## src/rtl/pos_pkg.sv

```systemverilog
package pos_pkg;

    localparam int V_W   = 6;
    localparam int TG_W  = 4;
    localparam int H1_W  = 4;
    localparam int H2_W  = 2;

    localparam int FRAME_W = 32;
    localparam int ADDR_W  = 8;
    localparam int DATA_W  = FRAME_W - ADDR_W;

    localparam int RELEASE_LAT = 4;

    localparam logic [ADDR_W-1:0] A_SWRST  = 8'h00;
    localparam logic [ADDR_W-1:0] A_OUTCTL = 8'h01;
    localparam logic [ADDR_W-1:0] A_STBY   = 8'h02;

    typedef enum logic [2:0] {
        ST_RESET   = 3'd0,
        ST_STANDBY = 3'd1,
        ST_SETTLE  = 3'd2,
        ST_OFF     = 3'd3,
        ST_LIVE    = 3'd4
    } seq_state_e;

    typedef struct packed {
        logic [V_W-1:0]  v;
        logic [TG_W-1:0] tg;
        logic            ofd;
        logic [H1_W-1:0] h1;
        logic [H2_W-1:0] h2;
        logic            lm;
        logic            rs;
    } timing_t;

    typedef struct packed {
        logic              stb;
        logic [ADDR_W-1:0] addr;
        logic [DATA_W-1:0] data;
    } wr_cmd_t;

    function automatic timing_t safe_levels();
        timing_t t;
        t.v   = '1;
        t.tg  = '1;
        t.ofd = 1'b1;
        t.h1  = '1;
        t.h2  = '0;
        t.lm  = 1'b0;
        t.rs  = 1'b0;
        return t;
    endfunction

endpackage

```

## src/rtl/pos_por.sv

```systemverilog
module pos_por #(
    parameter int POR_CYCLES = 50000
) (
    input  logic clk,
    input  logic rst,
    output logic por_n
);
    localparam int CW = $clog2(POR_CYCLES + 1);
    localparam logic [CW-1:0] LAST = CW'(POR_CYCLES);

    logic [CW-1:0] cnt;

    always_ff @(posedge clk) begin
        if (rst)
            cnt <= '0;
        else if (cnt != LAST)
            cnt <= cnt + 1'b1;
    end

    assign por_n = (cnt == LAST);

    AST_POR_STAYS_HIGH: assert property (@(posedge clk) disable iff (rst)
        por_n |=> por_n);

endmodule

```

## src/rtl/pos_serial.sv

```systemverilog
module pos_serial
    import pos_pkg::*;
(
    input  logic    clk,
    input  logic    rst,
    input  logic    sck,
    input  logic    sdata,
    input  logic    sl_n,
    output wr_cmd_t cmd
);
    localparam int CNT_W = $clog2(FRAME_W);
    localparam logic [CNT_W-1:0] LAST_BIT = CNT_W'(FRAME_W - 1);

    logic [2:0]           sck_s;
    logic [1:0]           sd_s;
    logic [1:0]           sl_s;
    logic [FRAME_W-2:0]   shreg;
    logic [CNT_W-1:0]     bit_cnt;
    logic                 rise;
    logic [FRAME_W-1:0]   word;

    always_ff @(posedge clk) begin
        if (rst) begin
            sck_s <= '0;
            sd_s  <= '0;
            sl_s  <= '1;
        end else begin
            sck_s <= {sck_s[1:0], sck};
            sd_s  <= {sd_s[0], sdata};
            sl_s  <= {sl_s[0], sl_n};
        end
    end

    assign rise = sck_s[1] & ~sck_s[2];

    always_ff @(posedge clk) begin
        if (rst) begin
            shreg   <= '0;
            bit_cnt <= '0;
        end else if (sl_s[1]) begin
            bit_cnt <= '0;
        end else if (rise) begin
            shreg   <= {shreg[FRAME_W-3:0], sd_s[1]};
            bit_cnt <= (bit_cnt == LAST_BIT) ? '0 : bit_cnt + 1'b1;
        end
    end

    assign word     = {shreg, sd_s[1]};
    assign cmd.stb  = rise & ~sl_s[1] & (bit_cnt == LAST_BIT);
    assign cmd.addr = word[FRAME_W-1 -: ADDR_W];
    assign cmd.data = word[DATA_W-1:0];

    AST_ONE_STROBE_PER_FRAME: assert property (@(posedge clk) disable iff (rst)
        cmd.stb |=> !cmd.stb && bit_cnt == '0);

endmodule

```

## src/rtl/pos_regs.sv

```systemverilog
module pos_regs
    import pos_pkg::*;
#(
    parameter int SETTLE_CYCLES = 25000
) (
    input  logic    clk,
    input  logic    rst,
    input  wr_cmd_t cmd,
    output logic    oe,
    output logic    dig_on,
    output logic    afe_on,
    output logic    clk_ready
);
    localparam int SW = $clog2(SETTLE_CYCLES + 1);
    localparam logic [SW-1:0] SETTLE_LAST = SW'(SETTLE_CYCLES);

    logic [SW-1:0] settle_cnt;

    always_ff @(posedge clk) begin
        if (rst) begin
            oe     <= 1'b0;
            dig_on <= 1'b0;
            afe_on <= 1'b0;
        end else if (cmd.stb) begin
            case (cmd.addr)
                A_SWRST: begin
                    if (cmd.data == '0) begin
                        oe     <= 1'b0;
                        dig_on <= 1'b0;
                        afe_on <= 1'b0;
                    end
                end
                A_OUTCTL: oe <= cmd.data[0];
                A_STBY: begin
                    dig_on <= cmd.data[0];
                    afe_on <= cmd.data[1];
                end
                default: ;
            endcase
        end
    end

    always_ff @(posedge clk) begin
        if (rst || !dig_on)
            settle_cnt <= '0;
        else if (settle_cnt != SETTLE_LAST)
            settle_cnt <= settle_cnt + 1'b1;
    end

    assign clk_ready = dig_on && (settle_cnt == SETTLE_LAST);

    AST_SWRST_CLEARS: assert property (@(posedge clk) disable iff (rst)
        (cmd.stb && cmd.addr == A_SWRST && cmd.data == '0) |=> (!oe && !dig_on && !afe_on));
    AST_READY_WAITS: assert property (@(posedge clk) disable iff (rst)
        $rose(dig_on) |-> !clk_ready);

endmodule

```

## src/rtl/pos_release.sv

```systemverilog
module pos_release
    import pos_pkg::*;
(
    input  logic    clk,
    input  logic    rst,
    input  logic    oe,
    input  timing_t live_in,
    output timing_t pins,
    output logic    live
);
    localparam int LW = $clog2(RELEASE_LAT + 1);
    localparam logic [LW-1:0] LAT = LW'(RELEASE_LAT);

    logic [LW-1:0] lat_cnt;

    always_ff @(posedge clk) begin
        if (rst || !oe)
            lat_cnt <= '0;
        else if (lat_cnt != LAT)
            lat_cnt <= lat_cnt + 1'b1;
    end

    assign live = oe && (lat_cnt == LAT);
    assign pins = live ? live_in : safe_levels();

    AST_OFF_IS_SAFE: assert property (@(posedge clk) disable iff (rst)
        !oe |-> pins == safe_levels());
    AST_NOT_LIVE_AT_ONCE: assert property (@(posedge clk) disable iff (rst)
        $rose(oe) |=> !live);

endmodule

```

## src/rtl/pwrup_out_seq.sv

```systemverilog
module pwrup_out_seq
    import pos_pkg::*;
#(
    parameter int POR_CYCLES    = 50000,
    parameter int SETTLE_CYCLES = 25000
) (
    input  logic             clk,
    input  logic             rst,
    input  logic             sck,
    input  logic             sdata,
    input  logic             sl_n,
    input  logic [V_W-1:0]   v_in,
    input  logic [TG_W-1:0]  tg_in,
    input  logic             ofd_in,
    input  logic [H1_W-1:0]  h1_in,
    input  logic [H2_W-1:0]  h2_in,
    input  logic             lm_in,
    input  logic             rs_in,
    output logic [V_W-1:0]   v_out,
    output logic [TG_W-1:0]  tg_out,
    output logic             ofd_out,
    output logic [H1_W-1:0]  h1_out,
    output logic [H2_W-1:0]  h2_out,
    output logic             lm_out,
    output logic             rs_out,
    output logic             por_n,
    output logic             clk_ready,
    output logic [2:0]       status
);
    logic       core_rst;
    wr_cmd_t    cmd;
    logic       oe, dig_on, afe_on, live;
    timing_t    live_in, pins;
    seq_state_e state;

    pos_por #(.POR_CYCLES(POR_CYCLES)) u_por (
        .clk   (clk),
        .rst   (rst),
        .por_n (por_n)
    );

    assign core_rst = rst | ~por_n;

    pos_serial u_serial (
        .clk   (clk),
        .rst   (core_rst),
        .sck   (sck),
        .sdata (sdata),
        .sl_n  (sl_n),
        .cmd   (cmd)
    );

    pos_regs #(.SETTLE_CYCLES(SETTLE_CYCLES)) u_regs (
        .clk       (clk),
        .rst       (core_rst),
        .cmd       (cmd),
        .oe        (oe),
        .dig_on    (dig_on),
        .afe_on    (afe_on),
        .clk_ready (clk_ready)
    );

    assign live_in = '{v: v_in, tg: tg_in, ofd: ofd_in, h1: h1_in,
                       h2: h2_in, lm: lm_in, rs: rs_in};

    pos_release u_rel (
        .clk     (clk),
        .rst     (core_rst),
        .oe      (oe),
        .live_in (live_in),
        .pins    (pins),
        .live    (live)
    );

    assign v_out   = pins.v;
    assign tg_out  = pins.tg;
    assign ofd_out = pins.ofd;
    assign h1_out  = pins.h1;
    assign h2_out  = pins.h2;
    assign lm_out  = pins.lm;
    assign rs_out  = pins.rs;

    always_comb begin
        if (!por_n)                 state = ST_RESET;
        else if (live)              state = ST_LIVE;
        else if (!dig_on || !afe_on) state = ST_STANDBY;
        else if (!clk_ready)        state = ST_SETTLE;
        else                        state = ST_OFF;
    end

    assign status = state;

    AST_POR_SAFE: assert property (@(posedge clk) disable iff (rst)
        !por_n |-> (v_out == '1 && tg_out == '1 && ofd_out && h1_out == '1
                    && h2_out == '0 && !lm_out && !rs_out));
    AST_LIVE_AFTER_FOUR: assert property (@(posedge clk) disable iff (rst)
        live |-> $past(oe, 4));

endmodule

```

## config.mk

```make
export PLATFORM = sky130hd
export DESIGN_NAME = pwrup_out_seq
export DESIGN_NICKNAME = d
export VERILOG_FILES = /design/src/rtl/pos_pkg.sv /design/src/rtl/pos_por.sv /design/src/rtl/pos_serial.sv /design/src/rtl/pos_regs.sv /design/src/rtl/pos_release.sv /design/src/rtl/pwrup_out_seq.sv
export SDC_FILE = /design/constraint.sdc
export NUM_CORES = 1
export LEC_CHECK = 0
export CAP_MARGIN = 5
export CORE_MARGIN = 2
export CORE_UTILIZATION = 54
export CTS_CLUSTER_SIZE = 24
export DETAILED_ROUTE_END_ITERATION = 10
export MAX_ROUTING_LAYER = met4
export PLACE_DENSITY = 0.79
export SYNTH_ARGS = -nofsm -noshare
export SYNTH_HDL_FRONTEND = slang
export SYNTH_SLANG_ARGS = --single-unit
export TNS_END_PERCENT = 1
```

## constraint.sdc

```tcl
create_clock -name clk -period 2.89 [get_ports clk]
set_clock_uncertainty 0.2 [all_clocks]
set_input_delay 0.4335 -clock clk [delete_from_list [all_inputs] [get_ports clk]]
set_output_delay 0.4335 -clock clk [all_outputs]
set_load 0.005 [all_outputs]
```

Yosys cells after proc, flatten, opt, wreduce, memory -nomap -nowiden

Cells that the tools add are included.

Magnitude comparators: 0
$mul: 0
Equal/unequal tests: 10
Muxes and demuxes: 10
Reductions and logical operators: 16
Shifts and indexed selects: 0
Div/mod/pow operators: 0
Bitwise operators: 7
$add $sub $neg: 4

Operator list:

| kind                    | count |
|---|---|
| $logic_not A24 Y1       | 1 |
| $mux W19                | 1 |
| $add A16 B1 Y16 const B | 1 |
| $eq A16 B16 Y1 const B  | 1 |
| $ne A16 B16 Y1 const B  | 1 |
| $add A15 B1 Y15 const B | 1 |
| $eq A15 B15 Y1 const B  | 1 |
| $ne A15 B15 Y1 const B  | 1 |
| $eq A8 B1 Y1 const B    | 1 |
| $eq A8 B2 Y1 const B    | 1 |
| $logic_not A8 Y1        | 1 |
| $mux W3                 | 2 |
| $pmux W1 S2             | 3 |
| $reduce_and A3 Y1       | 2 |
| $add A5 B1 Y5 const B   | 1 |
| $eq A5 B5 Y1 const B    | 1 |
| $mux W5                 | 1 |
| $reduce_bool A2 Y1      | 2 |
| $add A3 B1 Y3 const B   | 1 |
| $and A1 B1 Y1           | 3 |
| $eq A3 B3 Y1 const B    | 1 |
| $logic_not A1 Y1        | 3 |
| $logic_or A1 B1 Y1      | 3 |
| $ne A3 B3 Y1 const B    | 1 |
| other kinds (8)         | 12 |

Logic and storage cells: 58
Memory bits (writable): 0
Flip-flop bits (word level): 80
Memories: 0
Output and inout bits: 24
Bits in read-only memories: 0
Input port bits: 24
Bits in latches: 0

Longest topological paths before layout

Gate-level depths: netlist of run 1.

Word-level depth: 6
Depth in mapped cells: 9
Gate-level depth less buffers: 7

By module

From an unflattened synthesis of run 1, not the netlist that was laid out.

Cell total of the unflattened synthesis: 423
Area total of the unflattened synthesis: 3,621.0 µm²

By module, submodules not included:

| module        | sequential area each (µm²) | cells an instance | times used | area each (µm²) |
|---|---|---|---|---|
| pos_serial    | 860.8                      | 180               | 1          | 1,534.0 |
| pos_regs      | 360.3                      | 110               | 1          | 960.9 |
| pos_por       | 320.3                      | 88                | 1          | 792.0 |
| pos_release   | 60.1                       | 39                | 1          | 291.5 |
| pwrup_out_seq | 0.0                        | 6                 | 1          | 42.5 |

Worst setup path after synthesis of run 1

Ideal clock, no wire load.

Path kind: register to register
Start: reg u_serial.bit_cnt[0]
End: reg u_regs.dig_on
Stages on the path, launching flop included: 8
Arrival: 2,065 ps
Setup slack: 555 ps
Library setup time: 70 ps
Data required time: 2,620 ps
Path buffers: 0
Period minus slack after synthesis: 2,335 ps
Cell sequence: dfxtp_1 > ha_1 > and3_1 > ha_1 > or4bb_1 > nor4_2 > mux2_2 > a21oi_1

Cells in the longest elaborated chain, start to end: 3

RTL lines:

| what                        | RTL line         | RTL |
|---|---|---|
| from (decl)                 | pos_serial.sv:18 | `logic [CNT_W-1:0] bit_cnt;` |
| from (signal assigned)      | pos_serial.sv:44 | `bit_cnt <= (bit_cnt == LAST_BIT) ? '0 : bit_cnt + 1'b1;` |
| $eq A5 B5 Y1                | pos_serial.sv:49 | `assign cmd.stb = rise & ~sl_s[1] & (bit_cnt == LAST_BIT);` |
| $and A1 B1 Y1               | pos_serial.sv:49 |  |
| $reduce_and A3 Y1 (no line) | n/a              |  |
| to (signal assigned)        | pos_regs.sv:35   | `dig_on <= cmd.data[0];` |
| to (decl)                   | pos_regs.sv:10   | `output logic dig_on,` |

No other way between the ends.
A chain may end at the register's enable or synchronous reset.

Worst setup path in the final report of run 1

Start: reg u_regs.settle_cnt[2]
End: out status[0]

Cells in the longest elaborated chain, start to end: 6

RTL lines:

| what                   | RTL line            | RTL |
|---|---|---|
| from (decl)            | pos_regs.sv:17      | `logic [SW-1:0] settle_cnt;` |
| from (signal assigned) | pos_regs.sv:47      | `settle_cnt <= settle_cnt + 1'b1;` |
| $eq A15 B15 Y1         | pos_regs.sv:50      | `assign clk_ready = dig_on && (settle_cnt == SETTLE_LAST);` |
| $logic_and A1 B1 Y1    | pos_regs.sv:50      |  |
| $mux W1                | pwrup_out_seq.sv:87 | `else if (!clk_ready) state = ST_SETTLE;` |
| $mux W2                | pwrup_out_seq.sv:86 | `else if (!dig_on \|\| !afe_on) state = ST_STANDBY;` |
| $mux W3                | pwrup_out_seq.sv:85 | `else if (live) state = ST_LIVE;` |
| $mux W3                | pwrup_out_seq.sv:84 | `if (!por_n) state = ST_RESET;` |
| to (decl)              | pwrup_out_seq.sv:28 | `output logic [2:0] status` |

No other way between the ends.

==> results.sh, run 1 <==
export IMPL_p_per_area_mw_per_mm2=473.8
export IMPL_area_growth_pct=22.48
export IMPL_drt_iter0_drc=166
export IMPL_drcViolationCount=0
export IMPL_critPathLaunch="u_regs.settle_cnt[2]"
export IMPL_maxCapViolations=0
export IMPL_synth_edf_count=0
export IMPL_reg2reg_from="u_serial.bit_cnt[0]"
export IMPL_clockBufferDepth=2
export IMPL_clk_latency_ns=0.35
export IMPL_p_comb_share_pct=2.5
export IMPL_critPathBufInv=1
export IMPL_grt_overflow=0
export IMPL_die_area_sq_mm=0.007175
export IMPL_post_layout_nonfiller_instances=552
export IMPL_p_int_w=0.001642
export IMPL_power_leakage_nw=1.435
export IMPL_endpoint="status[0]"
export IMPL_clockRootBuffer="clkbuf_8"
export IMPL_crit_path_start_kind="flip-flop"
export IMPL_path_class="flip-flop to output port"
export IMPL_crit_cells=4
export IMPL_grt_pass1_wl_um=12570
export IMPL_placementRows=29
export IMPL_clkTransAtPathRegs_ns=0.08
export IMPL_holdWs_ns=0.2206
export IMPL_cp_arrival_ns=2.21
export IMPL_drv_slew=0
export IMPL_ys_top_cells_by_area="dfxtp_1 46%, nand2_1 8.4%, a21oi_1 5.7%"
export IMPL_dp_cells=538
export IMPL_async_reset_ff_share_pct=0
export IMPL_tightest_slew_ns=0.5758
export IMPL_dr_pass1_iters=4
export IMPL_die_x_um=84.71
export IMPL_p_switching_w=0.0003993
export IMPL_clock_sinks=80
export IMPL_crit_fanout=3
export IMPL_grt_pass1_vias=2834
export IMPL_syn_nets=459
export IMPL_grt_max_degree=40
export IMPL_rsz0062_at_grt="true"
export IMPL_gp_congestion=0.9017
export IMPL_synth_most_common_cell="dfxtp_1"
export IMPL_core_area_sq_mm=0.006314
export IMPL_die_height_um=84.71
export IMPL_fin_nets=504
export IMPL_synth_top_area_share_pct=45.54
export IMPL_synth_avg_cell_area_sq_um=8.237
export IMPL_maxSlewHeadroom_pct=61.50
export IMPL_reg2reg_to="u_regs.dig_on"
export IMPL_hp_class="flip-flop to flip-flop"
export IMPL_wl_um=7552
export IMPL_h_tree_depth=3
export IMPL_worst_r2r_cell_count=7
export IMPL_wl_per_cell_um=13.68
export IMPL_pin_count=48
export IMPL_swShare_pct=19.57
export IMPL_via_per_inst=5.612
export IMPL_seq_area_frac_synth_pct=45.54
export IMPL_setup_violations=0
export IMPL_yosysWarnings=0
export IMPL_min_period_ns=2.841
export IMPL_endpoint_kind="output port"
export IMPL_antenna_found_initial=0
export IMPL_slowest_stage="or4_4"
export IMPL_p_seq_share_pct=54.3
export IMPL_hpwl_um=5112
export IMPL_timing_final_hold_violations=0
export IMPL_nFillCells=527
export IMPL_drive_gt1_share_pct=7.579
export IMPL_track_usage_pct=22.31
export IMPL_port_buffers=47
export IMPL_synth_cell_area_sq_mm=0.003517
export IMPL_crit_chain="or4_1, or4_4, a31oi_4, dlygate4sd2_1"
export IMPL_start_util_pct=55.71
export IMPL_cts_inserted_buffers=9
export IMPL_max_freq_mhz=351.9
export IMPL_synth_seq_cells=80
export IMPL_ant_nets=0
export IMPL_ys_types=40
export IMPL_yosysTopAreaCell="dfxtp_1"
export IMPL_fin_crit_sh_pct=98.32
export IMPL_status="completed"
export IMPL_vias=3098
export IMPL_syn_inst=427
export IMPL_cts_tree="built"
export IMPL_diodes=0
export IMPL_cpLargestDelayFamily="simple AND/OR/NAND/NOR gates"
export IMPL_reg2reg_slack_ns=0.33
export IMPL_slowest_delay_ns=0.60
export IMPL_finalPower_w=0.002041
export IMPL_critPathRequiredTime_ns=2.26
export IMPL_postCtsHoldBufs=0
export IMPL_synthTopCellsByCount="80 x dfxtp_1, 79 x nand2_1, 40 x a21oi_1"
export IMPL_clkPwrFrac_pct=43.2
export IMPL_peakVddDrop_uv=336.2
export IMPL_synthFlopType="dfxtp_1"
logic make-up after synthesis:
| logic type | synth area share, % |
|---|---|
| AOI/OAI and AO/OA | 8.396 |
| buffers and inverters | 3.522 |
| DFF | 45.54 |
| adders and majority gates | 2.846 |
| and+or+nand+nor | 32.30 |
| xor gates and xnor gates | 6.226 |
| muxes | 1.174 |
through the flow:
stage	TNS, ns	area [sq um]	utilization (%)	setup WS, ns
after detailed placement	0	4061	64.33	0.1293
after global placement	0	4061	64.33	0.1473
after global routing	-0.01543	4308	68.23	-0.01543
after floorplan	0	3517	-	0.5550
final	0	4308	68.23	0.04858
after CTS	0	4299	68.09	0.01095
area by class of cell:
type,instances,area [sq um],share of cell area [%]
Multi-Input combinational cell,315,1826,42.38
Sequential cell,80,1608,37.32
Timing Repair Buffer,55,528.0,12.26
Clock buffer,11,141.4,3.282
Tap cell,77,96.34,2.236
Clock inverter,3,67.56,1.568
Inverter,11,41.29,0.9585
repair_timing:
item	in CTS	in global routing
gates resized for setup	10	3
endpoints found under the setup margin	2	10
buffers inserted	0	0
pin swaps	1	1
worst min path at each step:
stage	startpoint	to	slack, ns	cells after the start
4_1_cts	u_serial.sl_s[0]	u_serial.sl_s[1]	0.22	1
2_1_floorplan	u_serial.sl_s[0]	u_serial.sl_s[1]	0.19	1
3_3_place_gp	u_serial.sl_s[0]	u_serial.sl_s[1]	0.19	1
3_5_place_dp	u_serial.sl_s[0]	u_serial.sl_s[1]	0.20	1
6_report	u_serial.sl_s[0]	u_serial.sl_s[1]	0.22	1
5_1_grt	u_serial.sl_s[0]	u_serial.sl_s[1]	0.28	1
per-layer routing:
metal / GRT usage (%) / routed length (um)
met5: - / 0
met2: 35.93 / 3670
met3: 4.425 / 443
met1: 26.76 / 3295
met4: 10.68 / 143
worst reg2reg max path: stages, from the launching register on:
cell     delay (ns)
dfxtp_1        0.39
ha_1           0.20
and3_1         0.16
ha_1           0.25
or4bb_1        0.46
nor4_2         0.34
mux2_2         0.38
a21oi_1        0.11
sequential cells by signal, indices dropped and copies added, names as in the netlist:
| name | cells |
|---|---|
| u_por.cnt | 16 |
| u_regs.afe_on | 1 |
| u_regs.dig_on | 1 |
| u_regs.oe | 1 |
| u_regs.settle_cnt | 15 |
| u_rel.lat_cnt | 3 |
| u_serial.bit_cnt | 5 |
| u_serial.sck_s | 3 |
| u_serial.sd_s | 2 |
| u_serial.shreg | 31 |
| u_serial.sl_s | 2 |
power by group through the flow:
stage	sequential, W	clock, W	combinational, W
2_1_floorplan	0.00113	0	0.0000156
3_3_place_gp	0.00113	0	0.0000494
3_5_place_dp	0.00113	0	0.0000504
4_1_cts	0.00111	0.000893	0.0000509
5_1_grt	0.00111	0.000939	0.0000559
6_report	0.00111	0.000882	0.0000506
layout by cell type (no fill, tap or decap), types with 4 or more instances in the layout:
| master | instances |
|---|---|
| nand2_1 | 79 |
| dfxtp_1 | 75 |
| clkdlybuf4s50_1 | 45 |
| a21oi_1 | 40 |
| nor2_1 | 33 |
| nand2b_1 | 19 |
| nand3_1 | 15 |
| xnor2_1 | 15 |
| nor4_1 | 13 |
| and3_1 | 12 |
| nand4_1 | 12 |
| inv_1 | 11 |
| xor2_1 | 10 |
| clkbuf_8 | 10 |
| nor3_1 | 9 |
| ha_1 | 8 |
| buf_4 | 8 |
| or3_1 | 6 |
| dfxtp_2 | 5 |
| and2_1 | 4 |
| o21ai_0 | 4 |
Power figures use the tool's default switching activity.
==> inputs of run 2 (changes only) <==
--- a/config.mk
+++ b/config.mk
@@ -6,12 +6,13 @@
 export NUM_CORES = 1
 export LEC_CHECK = 0
 export CAP_MARGIN = 5
+export CORE_ASPECT_RATIO = 1.75
 export CORE_MARGIN = 2
 export CORE_UTILIZATION = 54
 export CTS_CLUSTER_SIZE = 24
 export DETAILED_ROUTE_END_ITERATION = 10
 export MAX_ROUTING_LAYER = met4
-export PLACE_DENSITY = 0.79
+export PLACE_DENSITY_LB_ADDON = 0.15
 export SYNTH_ARGS = -nofsm -noshare
 export SYNTH_HDL_FRONTEND = slang
 export SYNTH_SLANG_ARGS = --single-unit
==> results.sh, run 2 (synthesized netlist as in run 1, its figures left out) <==
export IMPL_setup_tns_ns=0
export IMPL_drt_iter0_drc=119
export IMPL_critPathLaunch="u_regs.settle_cnt[2]"
export IMPL_gp_congestion=0.8913
export IMPL_crit_path_start_kind="flip-flop"
export IMPL_ant_nets=0
export IMPL_fin_crit_sh_pct=96.91
export IMPL_fin_nets=504
export IMPL_peakVddDrop_uv=381.4
export IMPL_timing_final_hold_violations=0
export IMPL_port_buffers=47
export IMPL_grt_max_degree=40
export IMPL_clk_latency_ns=0.35
export IMPL_max_freq_mhz=357.0
export IMPL_reg2reg_from="u_serial.bit_cnt[0]"
export IMPL_final_cell_mix="80 x dfxtp_1, 79 x nand2_1, 45 x clkdlybuf4s50_1, 40 x a21oi_1, 34 x nor2_1"
export IMPL_die_area_sq_mm=0.007200
export IMPL_finalPower_w=0.002059
export IMPL_grt_overflow=0
export IMPL_die_x_um=65.01
export IMPL_largest_register_ffs=31
export IMPL_start_util_pct=56.47
export IMPL_nFillCells=498
export IMPL_drcViolationCount=0
export IMPL_grt_busiest_layer="met2"
export IMPL_largestRegisters="u_serial.shreg: 31 flops, u_por.cnt: 16 flops, u_regs.settle_cnt: 15 flops"
export IMPL_drive_gt1_share_pct=6.289
export IMPL_hp_class="flip-flop to flip-flop"
export IMPL_holdWs_ns=0.2276
export IMPL_clock_sinks=80
export IMPL_status="completed"
export IMPL_clockRootBuffer="clkbuf_8"
export IMPL_h_tree_depth=3
export IMPL_vias=3015
export IMPL_met1_usage_pct=23.13
export IMPL_critPathRequiredTime_ns=2.26
export IMPL_pin_count=48
export IMPL_cp_arrival_ns=2.17
export IMPL_grt_util_met2_pct=35.74
export IMPL_rsz0062_at_grt="false"
export IMPL_placementRows=38
export IMPL_tightest_slew_ns=0.5683
export IMPL_drv_slew=0
export IMPL_track_usage_pct=21.62
export IMPL_maxCapViolations=0
export IMPL_wl_per_cell_um=12.50
export IMPL_regMostFlops="u_serial.shreg"
export IMPL_core_area_sq_mm=0.006228
export IMPL_grt_pass1_vias=2871
export IMPL_area_growth_pct=21.98
export IMPL_grt_pass1_wl_um=12140
export IMPL_die_height_um=110.8
export IMPL_clockBufferDepth=2
export IMPL_cts_inserted_buffers=9
export IMPL_min_period_ns=2.801
export IMPL_cts_setup_buffers=0
export IMPL_maxSlewHeadroom_pct=62.01
export IMPL_clkTransAtPathRegs_ns=0.08
export IMPL_cts_tree="built"
export IMPL_setup_violations=0
export IMPL_final_common_cell="dfxtp_1"
export IMPL_power_leakage_nw=1.431
export IMPL_dr_pass1_iters=5
export IMPL_diodes=0
export IMPL_via_per_inst=5.413
export IMPL_hpwl_um=4942
export IMPL_grt_met3_usage_pct=6.091
export IMPL_antenna_found_initial=0
export IMPL_endpoint_kind="output port"
export IMPL_wl_um=6964
export IMPL_path_class="flip-flop to output port"
export IMPL_p_per_area_mw_per_mm2=479.9
export IMPL_crit_fanout=3
export IMPL_hold_start="u_serial.sl_s[0]"
==> run 2: cell types whose count changed in the layout (fill, tap and decap cells not counted), sizes merged <==
cell           delta
clkinv            +1
dlygate4sd2       -1
clkinvlp          +1
clkdlybuf4s15     +1
==> run 2: worst max-delay path: stages (launching register included) <==
cell             delay (ns)
dfxtp_1                0.32
or4_1                  0.53
or4_4                  0.56
a31oi_1                0.18
clkdlybuf4s15_1        0.23
==> run 2: repair_timing <==
item	in CTS	in global routing
endpoints found under the setup margin	3	1
endpoints found under the hold margin	0	0
hold buffers	0	0
pin swaps	0	0
resized for setup	4	1
==> run 2: stage by stage <==
| step | cells | setup WS [ns] | utilization, % | area, sq um |
|---|---|---|---|---|
| finish | 557 | 0.08917 | 68.88 | 4290 |
| floorplan | 427 | 0.5550 | - | 3517 |
| global route | 557 | 0.006420 | 68.88 | 4290 |
| global placement | 541 | 0.1386 | 65.27 | 4065 |
| detailed placement | 541 | 0.1165 | 65.27 | 4065 |
| CTS | 557 | 0.02942 | 68.86 | 4289 |
==> run 2: path summary, 6_finish.rpt <==
check	cells after the start	slack, ns	endpoint
worst min register to register	1	0.23	u_serial.sl_s[1]
worst max register to register	7	0.33	u_regs.dig_on
worst max-delay path	4	0.09	status[0]
worst min-delay path	1	0.23	u_serial.sl_s[1]
==> run 2: power by group <==
group,leakage (nW),internal (W),switching (W)
registers,0.645,0.00110,0.00000361
logic,0.681,0.0000355,0.0000128
clock network,0.106,0.000508,0.000394
==> run 2: metal layers <==
| metal | share of wire (%) | routed length (um) |
|---|---|---|
| met4 | 2.8 | 193 |
| met2 | 51 | 3519 |
| met5 | 0 | 0 |
| met3 | 5.9 | 409 |
| met1 | 41 | 2841 |
==> run 2: final cells by class <==
| cell class | count | area, sq um | share of cell area (%) |
|---|---|---|---|
| Tap cell | 80 | 100.1 | 2.333 |
| Clock inverter | 5 | 80.08 | 1.866 |
| Clock buffer | 11 | 141.4 | 3.295 |
| Timing Repair Buffer | 55 | 529.3 | 12.34 |
| Inverter | 11 | 41.29 | 0.9624 |
| Multi-Input combinational cell | 315 | 1797 | 41.88 |
| Sequential cell | 80 | 1602 | 37.33 |
==> inputs of run 3 (changes only) <==
--- a/config.mk
+++ b/config.mk
@@ -13,6 +13,7 @@
 export DETAILED_ROUTE_END_ITERATION = 10
 export MAX_ROUTING_LAYER = met4
 export PLACE_DENSITY_LB_ADDON = 0.15
+export SKIP_LAST_GASP = 1
 export SYNTH_ARGS = -nofsm -noshare
 export SYNTH_HDL_FRONTEND = slang
 export SYNTH_SLANG_ARGS = --single-unit
==> results.sh, run 3 (synthesized netlist as in run 1, its figures left out) <==
export IMPL_status="completed"
export IMPL_grt_max_degree=40
export IMPL_fin_nets=504
export IMPL_final_cell_mix="80 x dfxtp_1, 79 x nand2_1, 45 x clkdlybuf4s50_1, 40 x a21oi_1, 34 x nor2_1"
export IMPL_maxCapViolations=0
export IMPL_drcViolationCount=0
export IMPL_maxSlewHeadroom_pct=61.23
export IMPL_grt_pass1_wl_um=12140
export IMPL_clockBufferDepth=2
export IMPL_start_util_pct=56.47
export IMPL_endpoint_kind="output port"
export IMPL_hp_class="flip-flop to flip-flop"
export IMPL_critPathRequiredTime_ns=2.26
export IMPL_cts_inserted_buffers=9
export IMPL_crit_cells=5
export IMPL_antenna_found_initial=0
export IMPL_final_common_cell="dfxtp_1"
export IMPL_clockRootBuffer="clkbuf_8"
export IMPL_hpwl_um=4942
export IMPL_area_growth_pct=22.02
export IMPL_setup_violations=0
export IMPL_diodes=0
export IMPL_rsz0062_at_grt="true"
export IMPL_post_place_ws_ns=0.1165
export IMPL_die_height_um=110.8
export IMPL_largestRegisters="u_serial.shreg: 31 flops, u_por.cnt: 16 flops, u_regs.settle_cnt: 15 flops"
export IMPL_nFillCells=500
export IMPL_grt_pass1_vias=2871
export IMPL_vias=3009
export IMPL_drive_gt1_share_pct=6.080
export IMPL_cpLargestDelayFamily="simple AND/OR/NAND/NOR gates"
export IMPL_pin_count=48
export IMPL_regMostFlops="u_serial.shreg"
export IMPL_gp_congestion=0.8913
export IMPL_cts_setup_buffers=0
export IMPL_via_per_inst=5.402
export IMPL_slowest_delay_ns=0.55
export IMPL_die_area_sq_mm=0.007200
export IMPL_dr_pass1_iters=5
export IMPL_port_buffers=47
export IMPL_drv_slew=0
export IMPL_cp_arrival_ns=2.21
export IMPL_holdWs_ns=0.2276
export IMPL_max_freq_mhz=352.0
export IMPL_core_area_sq_mm=0.006228
export IMPL_wl_um=6971
export IMPL_path_class="flip-flop to output port"
export IMPL_min_period_ns=2.841
export IMPL_postCtsHoldBufs=0
export IMPL_clk_latency_ns=0.35
export IMPL_power_leakage_nw=1.450
export IMPL_clock_sinks=80
export IMPL_h_tree_depth=3
export IMPL_fin_ws_ns=0.04891
export IMPL_cts_tree="built"
export IMPL_die_x_um=65.01
export IMPL_p_per_area_mw_per_mm2=479.8
export IMPL_fin_crit_sh_pct=98.31
export IMPL_track_usage_pct=21.62
export IMPL_grt_overflow=0
export IMPL_critPathBufInv=2
export IMPL_ant_nets=0
export IMPL_timing_final_hold_violations=0
export IMPL_tightest_slew_ns=0.5815
export IMPL_drt_iter0_drc=119
export IMPL_wl_per_cell_um=12.52
export IMPL_slowest_stage="and3_1"
export IMPL_crit_chain="inv_1, ha_1, and3_1, and2_1, clkdlybuf4s50_1"
export IMPL_worst_r2r_cell_count=7
export IMPL_placementRows=38
export IMPL_crit_path_start_kind="flip-flop"
export IMPL_hold_depth=1
export IMPL_crit_fanout=19
export IMPL_clkTransAtPathRegs_ns=0.08
export IMPL_peakVddDrop_uv=381.4
export IMPL_largest_register_ffs=31
## run 3: worst register-to-register path, delay by kind of cell (launching register included)
kind,cells,cell delay (ns)
AO/OA/AOI/OAI,1,0.12
adder cells (fa/ha/maj),2,0.45
flip-flops,1,0.39
multiplexers,1,0.37
AND/OR/NAND/NOR,3,0.97
## run 3: layout make-up
type / count / area (sq um) / share of cell area (%)
inverter: 11 / 41.29 / 0.9621
timing repair buffer: 55 / 531.8 / 12.39
clock buffer: 11 / 141.4 / 3.294
clock inverter: 5 / 80.08 / 1.866
multi-input combinational: 315 / 1795 / 41.84
sequential: 80 / 1602 / 37.32
tap: 80 / 100.1 / 2.332
## run 3: report_power, final
| group | internal (W) | switching [W] | total, W |
|---|---|---|---|
| registers | 0.00110 | 0.00000361 | 0.00111 |
| logic | 0.0000355 | 0.0000128 | 0.0000483 |
| clock network | 0.000509 | 0.000394 | 0.000903 |
## run 3: timing repair
action,CTS,global route
endpoints found under the hold margin,0,0
resized for setup,2,1
setup endpoints to repair,3,6
## run 3: through the flow
| step | TNS [ns] | util (%) | power (W) | std cells | instance area (sq um) |
|---|---|---|---|---|---|
| 6_report | 0 | 68.90 | 0.002059 | 557 | 4292 |
| 5_1_grt | -0.3641 | 68.90 | 0.002132 | 557 | 4292 |
| 4_1_cts | -0.1948 | 68.86 | 0.002081 | 557 | 4289 |
| 3_5_place_dp | 0 | 65.27 | 0.001183 | 541 | 4065 |
| 2_1_floorplan | 0 | - | 0.001149 | 427 | 3517 |
| 3_3_place_gp | 0 | 65.27 | 0.001182 | 541 | 4065 |
## run 3: worst paths after layout
kind / from / endpoint / slack (ns)
hold reg to reg: u_serial.sl_s[0] / u_serial.sl_s[1] / 0.23
hold / removal: u_serial.sl_s[0] / u_serial.sl_s[1] / 0.23
setup reg to reg: u_serial.bit_cnt[0] / u_regs.dig_on / 0.33
setup / recovery: u_rel.lat_cnt[0] / h2_out[0] / 0.05
## run 3: per-layer routing
| layer | share of wire [%] | wire length (um) | track usage, % | up-vias |
|---|---|---|---|---|
| met3 | 5.9 | 410 | 6.091 | 19 |
| met5 | 0 | 0 | - | - |
| met1 | 41 | 2842 | 23.13 | 1359 |
| li1 | - | - | - | 1549 |
| met4 | 2.8 | 193 | 10.92 | 0 |
| met2 | 51 | 3524 | 35.74 | 82 |
